<file path="src/rtl/prio_irq_pkg.sv">
package prio_irq_pkg;

  // Register layout constants
  localparam int FIELDS_PER_REG = 4;
  localparam int FIELD_STRIDE   = 8;
  localparam int FIRST_PRIO_REG = 4;

  // Strobes from the control half to the datapath half
  typedef struct packed {
    logic setEn;
    logic clrEn;
    logic setPnd;
    logic clrPnd;
    logic prioWr;
    logic ackLine;
    logic ackNmi;
  } strobe_t;

endpackage

</file>
<file path="src/rtl/prio_irq_arb.sv">
module prio_irq_arb #(
  parameter int NUM_LINES = 8,
  parameter int PRIO_W    = 3,
  parameter int IDX_W     = 3
) (
  input  logic [NUM_LINES-1:0]        cand,
  input  logic [NUM_LINES*PRIO_W-1:0] prioFlat,
  output logic                        anyHit,
  output logic [IDX_W-1:0]            bestIdx
);

  logic [PRIO_W-1:0] bestPrio;

  // Scan upward and replace only on a strictly lower value, so the lower index keeps a tie
  always_comb begin
    anyHit   = 1'b0;
    bestIdx  = '0;
    bestPrio = '1;
    for (int i = 0; i < NUM_LINES; i++) begin
      if (cand[i] && (!anyHit || (prioFlat[i*PRIO_W +: PRIO_W] < bestPrio))) begin
        anyHit   = 1'b1;
        bestIdx  = IDX_W'(i);
        bestPrio = prioFlat[i*PRIO_W +: PRIO_W];
      end
    end
  end

endmodule

</file>
<file path="src/rtl/prio_irq_ctrl.sv">
module prio_irq_ctrl
  import prio_irq_pkg::*;
#(
  parameter int NUM_BANKS = 2,
  parameter int ADDR_W    = 3,
  parameter int BANK_W    = 1
) (
  input  logic              wrEn,
  input  logic [ADDR_W-1:0] wrAddr,
  input  logic              ackIn,
  input  logic              irqValid,
  input  logic              irqNmi,
  output strobe_t           st,
  output logic [BANK_W-1:0] bankSel
);

  localparam int LAST_REG = FIRST_PRIO_REG + NUM_BANKS - 1;

  always_comb begin
    st      = '0;
    bankSel = '0;
    if (wrEn) begin
      if (int'(wrAddr) == 0)      st.setEn  = 1'b1;
      else if (int'(wrAddr) == 1) st.clrEn  = 1'b1;
      else if (int'(wrAddr) == 2) st.setPnd = 1'b1;
      else if (int'(wrAddr) == 3) st.clrPnd = 1'b1;
      else if (int'(wrAddr) <= LAST_REG) begin
        st.prioWr = 1'b1;
        bankSel   = BANK_W'(int'(wrAddr) - FIRST_PRIO_REG);
      end
    end
    // An acknowledge counts only while something is presented
    st.ackLine = ackIn && irqValid && !irqNmi;
    st.ackNmi  = ackIn && irqValid && irqNmi;
  end

endmodule

</file>
<file path="src/rtl/prio_irq_dp.sv">
module prio_irq_dp
  import prio_irq_pkg::*;
#(
  parameter int NUM_LINES = 8,
  parameter int PRIO_W    = 3,
  parameter int BANK_W    = 1,
  parameter int IDX_W     = 3
) (
  input  logic                 clk,
  input  logic                 rstN,
  input  logic [NUM_LINES-1:0] irqReq,
  input  logic                 nmiReq,
  input  strobe_t              st,
  input  logic [BANK_W-1:0]    bankSel,
  input  logic [31:0]          wrData,
  output logic                 irqValid,
  output logic                 irqNmi,
  output logic [IDX_W-1:0]     irqIdx,
  output logic [NUM_LINES-1:0] pendQ,
  output logic [NUM_LINES-1:0] enQ
);

  logic [NUM_LINES-1:0][PRIO_W-1:0] prioQ;
  logic [NUM_LINES*PRIO_W-1:0]      prioFlat;
  logic                             nmiPend;
  logic [NUM_LINES-1:0]             swSet, swClr, ackMask, enSet, enClr;
  logic                             anyHit;
  logic [IDX_W-1:0]                 bestIdx;

  assign swSet   = st.setPnd  ? wrData[NUM_LINES-1:0] : '0;
  assign swClr   = st.clrPnd  ? wrData[NUM_LINES-1:0] : '0;
  assign enSet   = st.setEn   ? wrData[NUM_LINES-1:0] : '0;
  assign enClr   = st.clrEn   ? wrData[NUM_LINES-1:0] : '0;
  assign ackMask = st.ackLine ? (NUM_LINES'(1) << irqIdx) : '0;
  assign prioFlat = prioQ;

  // Pending and enable state; clears beat sets in the same cycle
  always_ff @(posedge clk) begin
    if (!rstN) begin
      pendQ   <= '0;
      enQ     <= '0;
      nmiPend <= 1'b0;
    end else begin
      pendQ   <= (pendQ | irqReq | swSet) & ~(swClr | ackMask);
      enQ     <= (enQ | enSet) & ~enClr;
      nmiPend <= (nmiPend | nmiReq) & ~st.ackNmi;
    end
  end

  // Priority bank: line i sits in register i/4, byte i%4
  always_ff @(posedge clk) begin
    if (!rstN) begin
      prioQ <= '0;
    end else if (st.prioWr) begin
      for (int i = 0; i < NUM_LINES; i++) begin
        if (bankSel == BANK_W'(i / FIELDS_PER_REG))
          prioQ[i] <= wrData[(i % FIELDS_PER_REG)*FIELD_STRIDE +: PRIO_W];
      end
    end
  end

  prio_irq_arb #(
    .NUM_LINES(NUM_LINES),
    .PRIO_W   (PRIO_W),
    .IDX_W    (IDX_W)
  ) u_arb (
    .cand    (pendQ & enQ),
    .prioFlat(prioFlat),
    .anyHit  (anyHit),
    .bestIdx (bestIdx)
  );

  // Registered presentation to the processor
  always_ff @(posedge clk) begin
    if (!rstN) begin
      irqValid <= 1'b0;
      irqNmi   <= 1'b0;
      irqIdx   <= '0;
    end else begin
      irqValid <= nmiPend || anyHit;
      irqNmi   <= nmiPend;
      irqIdx   <= nmiPend ? '0 : bestIdx;
    end
  end

  // a pending bit rises only from a request or a software set
  for (genvar g = 0; g < NUM_LINES; g++) begin : g_pendChk
    a_r1_pend_source: assert property (@(posedge clk) disable iff (!rstN)
      $rose(pendQ[g]) |-> $past(irqReq[g] || (st.setPnd && wrData[g])));
  end

  // an accepted acknowledge without a competing request leaves the line clear
  a_r7_ack_clears: assert property (@(posedge clk) disable iff (!rstN)
    (st.ackLine && !irqReq[irqIdx]) |=> !pendQ[$past(irqIdx)]);

  // non-maskable pending always takes the output
  a_r9_nmi_wins: assert property (@(posedge clk) disable iff (!rstN)
    nmiPend |=> (irqValid && irqNmi && (irqIdx == '0)));

  // nothing presented when no enabled line is pending
  a_r3_masked_quiet: assert property (@(posedge clk) disable iff (!rstN)
    (!nmiPend && ((pendQ & enQ) == '0)) |=> !irqValid);

endmodule

</file>
<file path="src/rtl/prio_irq_hub.sv">
module prio_irq_hub
  import prio_irq_pkg::*;
#(
  parameter int NUM_LINES = 8,
  parameter int PRIO_W    = 3,
  localparam int NUM_BANKS = (NUM_LINES + FIELDS_PER_REG - 1) / FIELDS_PER_REG,
  localparam int ADDR_W    = $clog2(FIRST_PRIO_REG + NUM_BANKS),
  localparam int BANK_W    = (NUM_BANKS > 1) ? $clog2(NUM_BANKS) : 1,
  localparam int IDX_W     = (NUM_LINES > 1) ? $clog2(NUM_LINES) : 1
) (
  input  logic                 clk,
  input  logic                 rstN,
  input  logic [NUM_LINES-1:0] irqReq,
  input  logic                 nmiReq,
  input  logic                 wrEn,
  input  logic [ADDR_W-1:0]    wrAddr,
  input  logic [31:0]          wrData,
  input  logic                 ackIn,
  output logic                 irqValid,
  output logic                 irqNmi,
  output logic [IDX_W-1:0]     irqIdx,
  output logic [NUM_LINES-1:0] pendState,
  output logic [NUM_LINES-1:0] enaState
);

  strobe_t           st;
  logic [BANK_W-1:0] bankSel;

  prio_irq_ctrl #(
    .NUM_BANKS(NUM_BANKS),
    .ADDR_W   (ADDR_W),
    .BANK_W   (BANK_W)
  ) u_ctrl (
    .wrEn    (wrEn),
    .wrAddr  (wrAddr),
    .ackIn   (ackIn),
    .irqValid(irqValid),
    .irqNmi  (irqNmi),
    .st      (st),
    .bankSel (bankSel)
  );

  prio_irq_dp #(
    .NUM_LINES(NUM_LINES),
    .PRIO_W   (PRIO_W),
    .BANK_W   (BANK_W),
    .IDX_W    (IDX_W)
  ) u_dp (
    .clk     (clk),
    .rstN    (rstN),
    .irqReq  (irqReq),
    .nmiReq  (nmiReq),
    .st      (st),
    .bankSel (bankSel),
    .wrData  (wrData),
    .irqValid(irqValid),
    .irqNmi  (irqNmi),
    .irqIdx  (irqIdx),
    .pendQ   (pendState),
    .enQ     (enaState)
  );

endmodule

</file>
<file path="config.mk">
export PLATFORM = sky130hd
export DESIGN_NAME = prio_irq_hub
export DESIGN_NICKNAME = d
export VERILOG_FILES = /design/src/rtl/prio_irq_pkg.sv /design/src/rtl/prio_irq_arb.sv /design/src/rtl/prio_irq_ctrl.sv /design/src/rtl/prio_irq_dp.sv /design/src/rtl/prio_irq_hub.sv
export SDC_FILE = /design/constraint.sdc
export NUM_CORES = 1
export LEC_CHECK = 0
export ABC_AREA = 1
export BUFFER_PORTS_ARGS = -buffer_cell sky130_fd_sc_hd__buf_2
export CORE_ASPECT_RATIO = 0.6
export CORE_MARGIN = 10
export CORE_UTILIZATION = 30
export CTS_CLUSTER_DIAMETER = 100
export DETAILED_ROUTE_END_ITERATION = 16
export GPL_TIMING_DRIVEN = 0
export HOLD_SLACK_MARGIN = 0.02
export PLACE_DENSITY = 0.53
export SLEW_MARGIN = 20
export SYNTH_ARGS = -nofsm -noshare
export SYNTH_HDL_FRONTEND = slang
export SYNTH_SLANG_ARGS = --single-unit
export TNS_END_PERCENT = 20
</file>
<file path="constraint.sdc">
create_clock -name clk -period 6.25 [get_ports clk]
set_input_delay 0.3125 -clock clk [delete_from_list [all_inputs] [get_ports clk]]
set_output_delay 0.3125 -clock clk [all_outputs]
set_load 0.01 [all_outputs]
</file>
# [Word level (Yosys, flattened, before mapping)]
# Cells that the tools add are included.
[word_totals] register_bits=46 out_inout_bits=21
[classes] add_sub_neg=1 magnitude_cmp=8 n_eq_ne=3 shifts=1 n_mux=43 bitwise_logic=14 reduce_logical=30
[ops] operator="3-bit two-way mux" n=14
[ops] operator="8-bit two-way mux" n=5
[ops] operator="8-bit bitwise OR" n=4
[ops] operator="8-bit bitwise AND" n=3
[ops] operator="3-bit less-than comparator" n=7
[ops] operator="1-bit two-way mux" n=21
[ops] operator="8-bit NOT" n=2
[ops] operator="1-bit logical AND" n=10
[ops] operator="1-bit logical NOT" n=8
[ops] operator="1-bit logical OR" n=8
[ops] operator="1-bit by 3-bit << shifter with 8-bit output, first input constant" n=1
[ops] operator="3-bit == test, second input constant" n=2
[ops] operator="5-bit two-way mux" n=1
[ops] operator="4-bit two-way mux" n=1
[ops] operator="2-bit AND reduction" n=2
[ops] operator="3-bit by 2-bit == test with 1-bit output, second input constant" n=1
[ops] operator="3-bit <= comparator, second input constant" n=1
[ops] operator="3-bit logical NOT" n=1
[ops] operator="1-bit NOT" n=3
[ops] operator="2-bit two-way mux" n=1
[ops] operator="2-bit OR reduction" n=1
[ops] operator="1-bit bitwise AND" n=1
[ops] operator="1-bit bitwise OR" n=1
[ops] operator="1-bit subtractor, second input constant" n=1

# [Longest topological paths before layout]
[depth] ltp_word=31 depth_mapped=60

# [Modules after synthesis]
# A second synthesis with hierarchy kept.
[unflattened] hier_cells=484 hier_area_um2=2867.8
[by_module_without_submodules] module="prio_irq_dp" instances=1 cells_per_inst=289 area_each_um2=1924.3
[by_module_without_submodules] module="prio_irq_arb" instances=1 cells_per_inst=176 area_each_um2=872.1
[by_module_without_submodules] module="prio_irq_ctrl" instances=1 cells_per_inst=19 area_each_um2=71.3

# [Worst setup path before layout]
# Ideal clock, no wire load.
[synth_timing] path_type="flip-flop to flip-flop" from="register u_dp.enQ[0]" to="register u_dp.irqIdx[0]" setup_ns=0.070 arrival_ns=5.720 required_time_ns=6.180 slack_ns=0.460 stages_incl_launch_ff=53 cell_sequence="dfxtp_1 -> nand2_2 -> nor2_1 -> nand2_1 -> nand2_1 -> nand2_2 -> nand3_2 -> o22ai_1 -> ha_1 -> nand2_1 -> clkinv_1 -> nand2_1 -> nand2_1 -> nand2_2 -> nand2_4 -> o21ai_0 -> ha_1 -> nand2_1 -> [... 17 more ...] -> nand2_1 -> nand2_1 -> nand2_2 -> nand2_4 -> o21ai_0 -> ha_1 -> a21oi_1 -> nand2_1 -> nand2_2 -> nand2_4 -> nand2_1 -> o21ai_0 -> ha_1 -> a21oi_1 -> nand2_1 -> nand2_1 -> nand2_2 -> a21oi_1"
[synth_via] elab_chain_len=30 elab_cells_between_ends=50 classes_between="7 x order compare; 21 x mux; 1 x bitwise; 21 x reduce/logical"
[synth_lines] element="from (decl)" line="prio_irq_dp.sv:20" text="output logic [NUM_LINES-1:0] enQ"
[synth_lines] element="from (signal assigned)" line="prio_irq_dp.sv:45" text="enQ <= (enQ | enSet) & ~enClr;"
[synth_lines] element="8-bit bitwise AND *" line="prio_irq_dp.sv:67" text=".cand (pendQ & enQ),"
[synth_lines] element="3-bit two-way mux or 1-bit two-way mux (tied branches)" line="prio_irq_arb.sv:20" text="if (cand[i] && (!anyHit || (prioFlat[i*PRIO_W +: PRIO_W] < bestPrio))) begin"
[synth_lines] element="3-bit less-than comparator or 1-bit logical NOT (tied branches)" line="prio_irq_arb.sv:20"
[synth_lines] element="1-bit logical OR" line="prio_irq_arb.sv:20"
[synth_lines] element="1-bit logical AND" line="prio_irq_arb.sv:20"
[synth_lines] element="3-bit two-way mux or 1-bit two-way mux (tied branches)" line="prio_irq_arb.sv:20"
[synth_lines] element="3-bit less-than comparator or 1-bit logical NOT (tied branches)" line="prio_irq_arb.sv:20"
[synth_lines] element="1-bit logical OR" line="prio_irq_arb.sv:20"
[synth_lines] element="[... 14 more ...]"
[synth_lines] element="3-bit less-than comparator or 1-bit logical NOT (tied branches)" line="prio_irq_arb.sv:20"
[synth_lines] element="1-bit logical OR" line="prio_irq_arb.sv:20"
[synth_lines] element="1-bit logical AND" line="prio_irq_arb.sv:20"
[synth_lines] element="3-bit two-way mux or 1-bit two-way mux (tied branches)" line="prio_irq_arb.sv:20"
[synth_lines] element="3-bit less-than comparator or 1-bit logical NOT (tied branches)" line="prio_irq_arb.sv:20"
[synth_lines] element="1-bit logical OR" line="prio_irq_arb.sv:20"
[synth_lines] element="1-bit logical AND" line="prio_irq_arb.sv:20"
[synth_lines] element="3-bit two-way mux *" line="prio_irq_arb.sv:20"
[synth_lines] element="to (signal assigned)" line="prio_irq_dp.sv:82" text="irqIdx <= nmiPend ? '0 : bestIdx;"
[synth_lines] element="to (decl)" line="prio_irq_dp.sv:18" text="output logic [IDX_W-1:0] irqIdx,"
# Every way passes the cells marked *; elsewhere a longest branch is shown, timed or not.
# A chain may end at the register's enable or synchronous reset.

# [Worst setup path in the final report]
[layout_timing] from="register u_dp.pendQ[0]" to="register u_dp.irqIdx[2]"
[layout_via] elab_chain_len=30 elab_cells_between_ends=48 classes_between="7 x order compare; 19 x mux; 1 x bitwise; 21 x reduce/logical"
[layout_lines] element="from (decl)" line="prio_irq_dp.sv:19" text="output logic [NUM_LINES-1:0] pendQ,"
[layout_lines] element="from (signal assigned)" line="prio_irq_dp.sv:44" text="pendQ <= (pendQ | irqReq | swSet) & ~(swClr | ackMask);"
[layout_lines] element="8-bit bitwise AND *" line="prio_irq_dp.sv:67"
[layout_lines] element="3-bit two-way mux or 1-bit two-way mux (tied branches)" line="prio_irq_arb.sv:20"
[layout_lines] element="3-bit less-than comparator or 1-bit logical NOT (tied branches)" line="prio_irq_arb.sv:20"
[layout_lines] element="1-bit logical OR" line="prio_irq_arb.sv:20"
[layout_lines] element="1-bit logical AND" line="prio_irq_arb.sv:20"
[layout_lines] element="3-bit two-way mux or 1-bit two-way mux (tied branches)" line="prio_irq_arb.sv:20"
[layout_lines] element="3-bit less-than comparator or 1-bit logical NOT (tied branches)" line="prio_irq_arb.sv:20"
[layout_lines] element="1-bit logical OR" line="prio_irq_arb.sv:20"
[layout_lines] element="[... 14 more ...]"
[layout_lines] element="3-bit less-than comparator or 1-bit logical NOT (tied branches)" line="prio_irq_arb.sv:20"
[layout_lines] element="1-bit logical OR" line="prio_irq_arb.sv:20"
[layout_lines] element="1-bit logical AND" line="prio_irq_arb.sv:20"
[layout_lines] element="3-bit two-way mux or 1-bit two-way mux (tied branches)" line="prio_irq_arb.sv:20"
[layout_lines] element="3-bit less-than comparator or 1-bit logical NOT (tied branches)" line="prio_irq_arb.sv:20"
[layout_lines] element="1-bit logical OR" line="prio_irq_arb.sv:20"
[layout_lines] element="1-bit logical AND" line="prio_irq_arb.sv:20"
[layout_lines] element="3-bit two-way mux *" line="prio_irq_arb.sv:20"
# Marks and branches as above.

==> results.md <==
- Worst Setup End Kind: flop
- Nets in the synthesized netlist: 456
- Required time of the worst setup path: 6.48 ns
- Number of fillers in the final layout: 893
- Detailed Routing Iterations Pass 1: 4
- Post-Synthesis Cell Area: 2579 um^2
- Final antenna diode count: 0
- Crit Path Max Fanout: 6
- H-tree lvl count: 2
- Worst-case vdd ir drop: roughly 0.08 mV
- Post-synthesis share of cell area spent on full adders, half adders and majority gates: between 3 and 4%
- Final Net Count: 534
- Area growth from synthesis to layout: 38.67%
- Ratio of final minimum period to clock period: 96.02%
- TritonCTS clock tree: done
- All-Layer GR Usage: between 10 and 15%
- Final setup violation count: 0
- Share of final-layout standard cells stronger than drive strength 1: 28.81%
- Worst slack at placement: -0.6117 ns
- Leading cell types by count after synthesis: sky130_fd_sc_hd__nand2_1 (87), sky130_fd_sc_hd__nor2_1 (61), sky130_fd_sc_hd__inv_1 (57)
- Die boundary width: 139.7 um
- Initial Utilization: a little under a third
- Leakage power figure: ~1.8 nW
- Critical R2R Launch: u_dp.pendQ[0]$_SDFF_PN0_
- Maximum count of clock buffers along a single path: 2
- Final Hold Vio Count: 0
- Cell type with the largest total area after synthesis: sky130_fd_sc_hd__dfxtp_1
- End-of-flow core utilization: 42.44%
- Post-synth EDFFs: 0
- Mean instance size in the synthesized netlist: 6.447 um^2
- Global placer's final weighted congestion: roughly 0.83
- Height of the die: 91.82 um
- DPL Wire Length: 6.573 mm
- Mean routed wirelength per cell: 14.78 um
- Slowest library cell on the worst path: sky130_fd_sc_hd__dfxtp_4
- Element type at the critical path start: flop
- Class of the tightest hold or removal check: in2reg
- Main combinational cell family by area after synthesis: simple AND/OR/NAND/NOR gates
- Hold Path Origin: ackIn
- Max capacitance violation total: 0
- Per-cell via count in the routed design: 4.851
- Setup repair after global routing missed its margin: true
- Clk slew on worst S/H paths: 0.07 ns
- Async S/R FF share, synth: 0%
- Top cell type's share of synthesized area: 35.71%
- Synth area leaders: sky130_fd_sc_hd__dfxtp_1 (36%), sky130_fd_sc_hd__nand2_1 (13%), sky130_fd_sc_hd__nor2_1 (8.9%), sky130_fd_sc_hd__inv_1 (8.3%), sky130_fd_sc_hd__o21ai_0 (8.0%)
- Share of synthesized area occupied by flip-flops and latches: 35.71%
- First-pass GRT wire length: 13.28 mm
- Proportion of synthesized area in mux cells: 0%
- Port buffer count: 53
- Die Area: 12830 um^2
- Worst clock skew on the final layout: 0.005251 ns
- Antenna violations before repair: 0
- Actual slew at the worst max-slew pin: between 0.8 and 0.9 ns
- Final ANT Viol Nets: 0
- Gate Count Post-Synth: 400
- Pwr per Cell Area: 213.0 nW/um^2
- Root buffer cell: sky130_fd_sc_hd__clkbuf_16
- Worst-case headroom to the max-slew limit: 40.62%
- Xor/xnor cell area share of the yosys netlist: 0%
- Largest net degree at the start of global routing: 15
- Number of design rule violations left after detail routing: 0
- Startpoint of the worst setup timing path: u_dp.pendQ[0]$_SDFF_PN0_
- Final max-slew violation count: 0
- Compound-cell area share of the yosys netlist: 17.71%
- Final wirelength: about 8.7 mm
- Status: finished, final reports clean
- Predominant post-synthesis flop cell: sky130_fd_sc_hd__dfxtp_1
- Via count of the first global-routing pass: 2587
- # rows: 26
- Number of distinct library cell variants in the gate-level netlist after synthesis: 22
- Overall via count from detail_route: 2867
- Yosys synthesis warning count: 0
- Core ar.: 8426 um^2
- Worst Path Class, Setup: reg2reg
- Arr. time, crit path: approximately 6.2 ns
- Boundary pin count: 69
- Clock insertion delay at the later pin of the skew report: 0.29 ns
- Highest clock rate: around 170 MHz
- CTS Buf Count: 5
- Sinks on the clock net: 46
- Most common cell in the synthesized netlist: sky130_fd_sc_hd__nand2_1
- Most numerous cell on the critical path: sky130_fd_sc_hd__nand2_2
- Post-route setup slack: approximately 0.25 ns
- Grt ovf: 0
- Shortest period the worst path allows: 6.001 ns
- Worst path max stage delay: 0.38 ns
- Violation count after the first detailed-route iteration: 116
- Synthesized-area fraction occupied by and/or/nand/nor cells: 32.80%
- Total of flip-flops plus latches after synthesis: 46
-- layout by cell type, fill, tap and decap left out, types with 2 or more instances in the layout --
cell type / instances
sky130_fd_sc_hd__a211oi_1: 6
sky130_fd_sc_hd__a21oi_1: 19
sky130_fd_sc_hd__a21oi_2: 5
sky130_fd_sc_hd__a221oi_1: 2
sky130_fd_sc_hd__a31oi_1: 2
sky130_fd_sc_hd__buf_2: 53
sky130_fd_sc_hd__buf_4: 18
sky130_fd_sc_hd__bufinv_16: 2
sky130_fd_sc_hd__clkbuf_1: 6
sky130_fd_sc_hd__clkbuf_16: 5
sky130_fd_sc_hd__dfxtp_1: 43
sky130_fd_sc_hd__dfxtp_4: 2
sky130_fd_sc_hd__ha_1: 4
sky130_fd_sc_hd__ha_4: 4
sky130_fd_sc_hd__inv_1: 57
sky130_fd_sc_hd__inv_2: 4
sky130_fd_sc_hd__nand2_1: 72
sky130_fd_sc_hd__nand2_2: 18
sky130_fd_sc_hd__nand2_4: 10
sky130_fd_sc_hd__nand3_1: 23
sky130_fd_sc_hd__nand3_2: 2
sky130_fd_sc_hd__nand4_1: 3
sky130_fd_sc_hd__nor2_1: 59
sky130_fd_sc_hd__nor2_4: 2
sky130_fd_sc_hd__o21ai_0: 34
sky130_fd_sc_hd__o21ai_2: 3
sky130_fd_sc_hd__o21ai_4: 4
sky130_fd_sc_hd__o22ai_1: 8
-- cells by family (layout without fill, tap and decap cells) --
logic type               count (synthesis)  count (layout)
buffers and inverters                   68             147
AO/OA/AOI/OAI                           84              84
adder cells (fa/ha/maj)                  8               8
flip-flops                              46              46
AND/OR/NAND/NOR                        194             194
-- final timing paths --
check / end / slack [ns] / cells after the start
min reg2reg: u_dp.irqNmi$_SDFF_PN0_ / 0.45 / 2
max reg2reg: u_dp.irqIdx[2]$_SDFF_PP0_ / 0.25 / 53
min: u_dp.nmiPend$_SDFF_PN0_ / 0.23 / 2
max: u_dp.irqIdx[2]$_SDFF_PP0_ / 0.25 / 53
-- sequential cells by signal, indices dropped and copies added (netlist names) --
register / flops
u_dp.prioFlat: 24
u_dp.pendQ: 8
u_dp.enQ: 8
u_dp.irqNmi: 1
u_dp.nmiPend: 1
u_dp.irqIdx: 3
u_dp.irqValid: 1
-- worst max-delay path: cells and delay by family, from the launching register on --
kind / cells / cell delay (ns)
DFF: 1 / 0.38
buffers and inverters: 4 / 0.12
AOI/OAI and AO/OA: 9 / 1.33
and+or+nand+nor: 34 / 2.58
adders and majority gates: 6 / 1.51
-- timing repair --
action / in CTS / in global routing
pin swaps: 0 / 42
gates resized for setup: 14 / 52
setup buffers: 0 / 18
endpoints found under the setup margin: 3 / 3
hold buffers: 0 / 0
-- power breakdown --
part	switching [mW]	total (mW)	internal (mW)
Sequential	0.0117	0.317	0.305
Clock	0.119	0.359	0.240
Combinational	0.0521	0.0854	0.0332
-- through the flow --
| step | area, um^2 | TNS (ns) | cells | power (mW) | hold slack [ns] |
|---|---|---|---|---|---|
| detailed placement | 2990 | -1.817 | 565 | 0.3964 | 0.4396 |
| CTS | 3218 | 0 | 573 | 0.7551 | 0.2227 |
| global route | 3576 | -0.4504 | 591 | 0.7897 | 0.2305 |
| global placement | 2984 | -1.401 | 565 | 0.3951 | 0.4429 |
| floorplan | 2579 | 0 | 400 | 0.3611 | 0.4170 |
| finish | 3576 | 0 | 591 | 0.7616 | 0.2256 |
-- metal layers --
layer / up-vias / wire length [um] / global-route usage, %
li1: 1453 / - / -
met4: 0 / 60 / 2.654
met5: - / 0 / 0
met1: 1336 / 4627 / 18.80
met3: 10 / 422 / 3.399
met2: 68 / 3624 / 17.24
-- final cells by class --
| class | instances | area, um^2 | area share, % |
|---|---|---|---|
| Inverter | 61 | 229.0 | 6.403 |
| Buffer | 7 | 26.28 | 0.7348 |
| Timing Repair Buffer | 71 | 400.4 | 11.20 |
| Tap cell | 112 | 140.1 | 3.919 |
| Multi-Input combinational cell | 286 | 1652 | 46.19 |
| Clock buffer | 6 | 138.9 | 3.884 |
| Sequential cell | 46 | 929.6 | 26.00 |
| Clock inverter | 2 | 60.06 | 1.679 |
No activity file was read; power rests on OpenSTA's default activity.
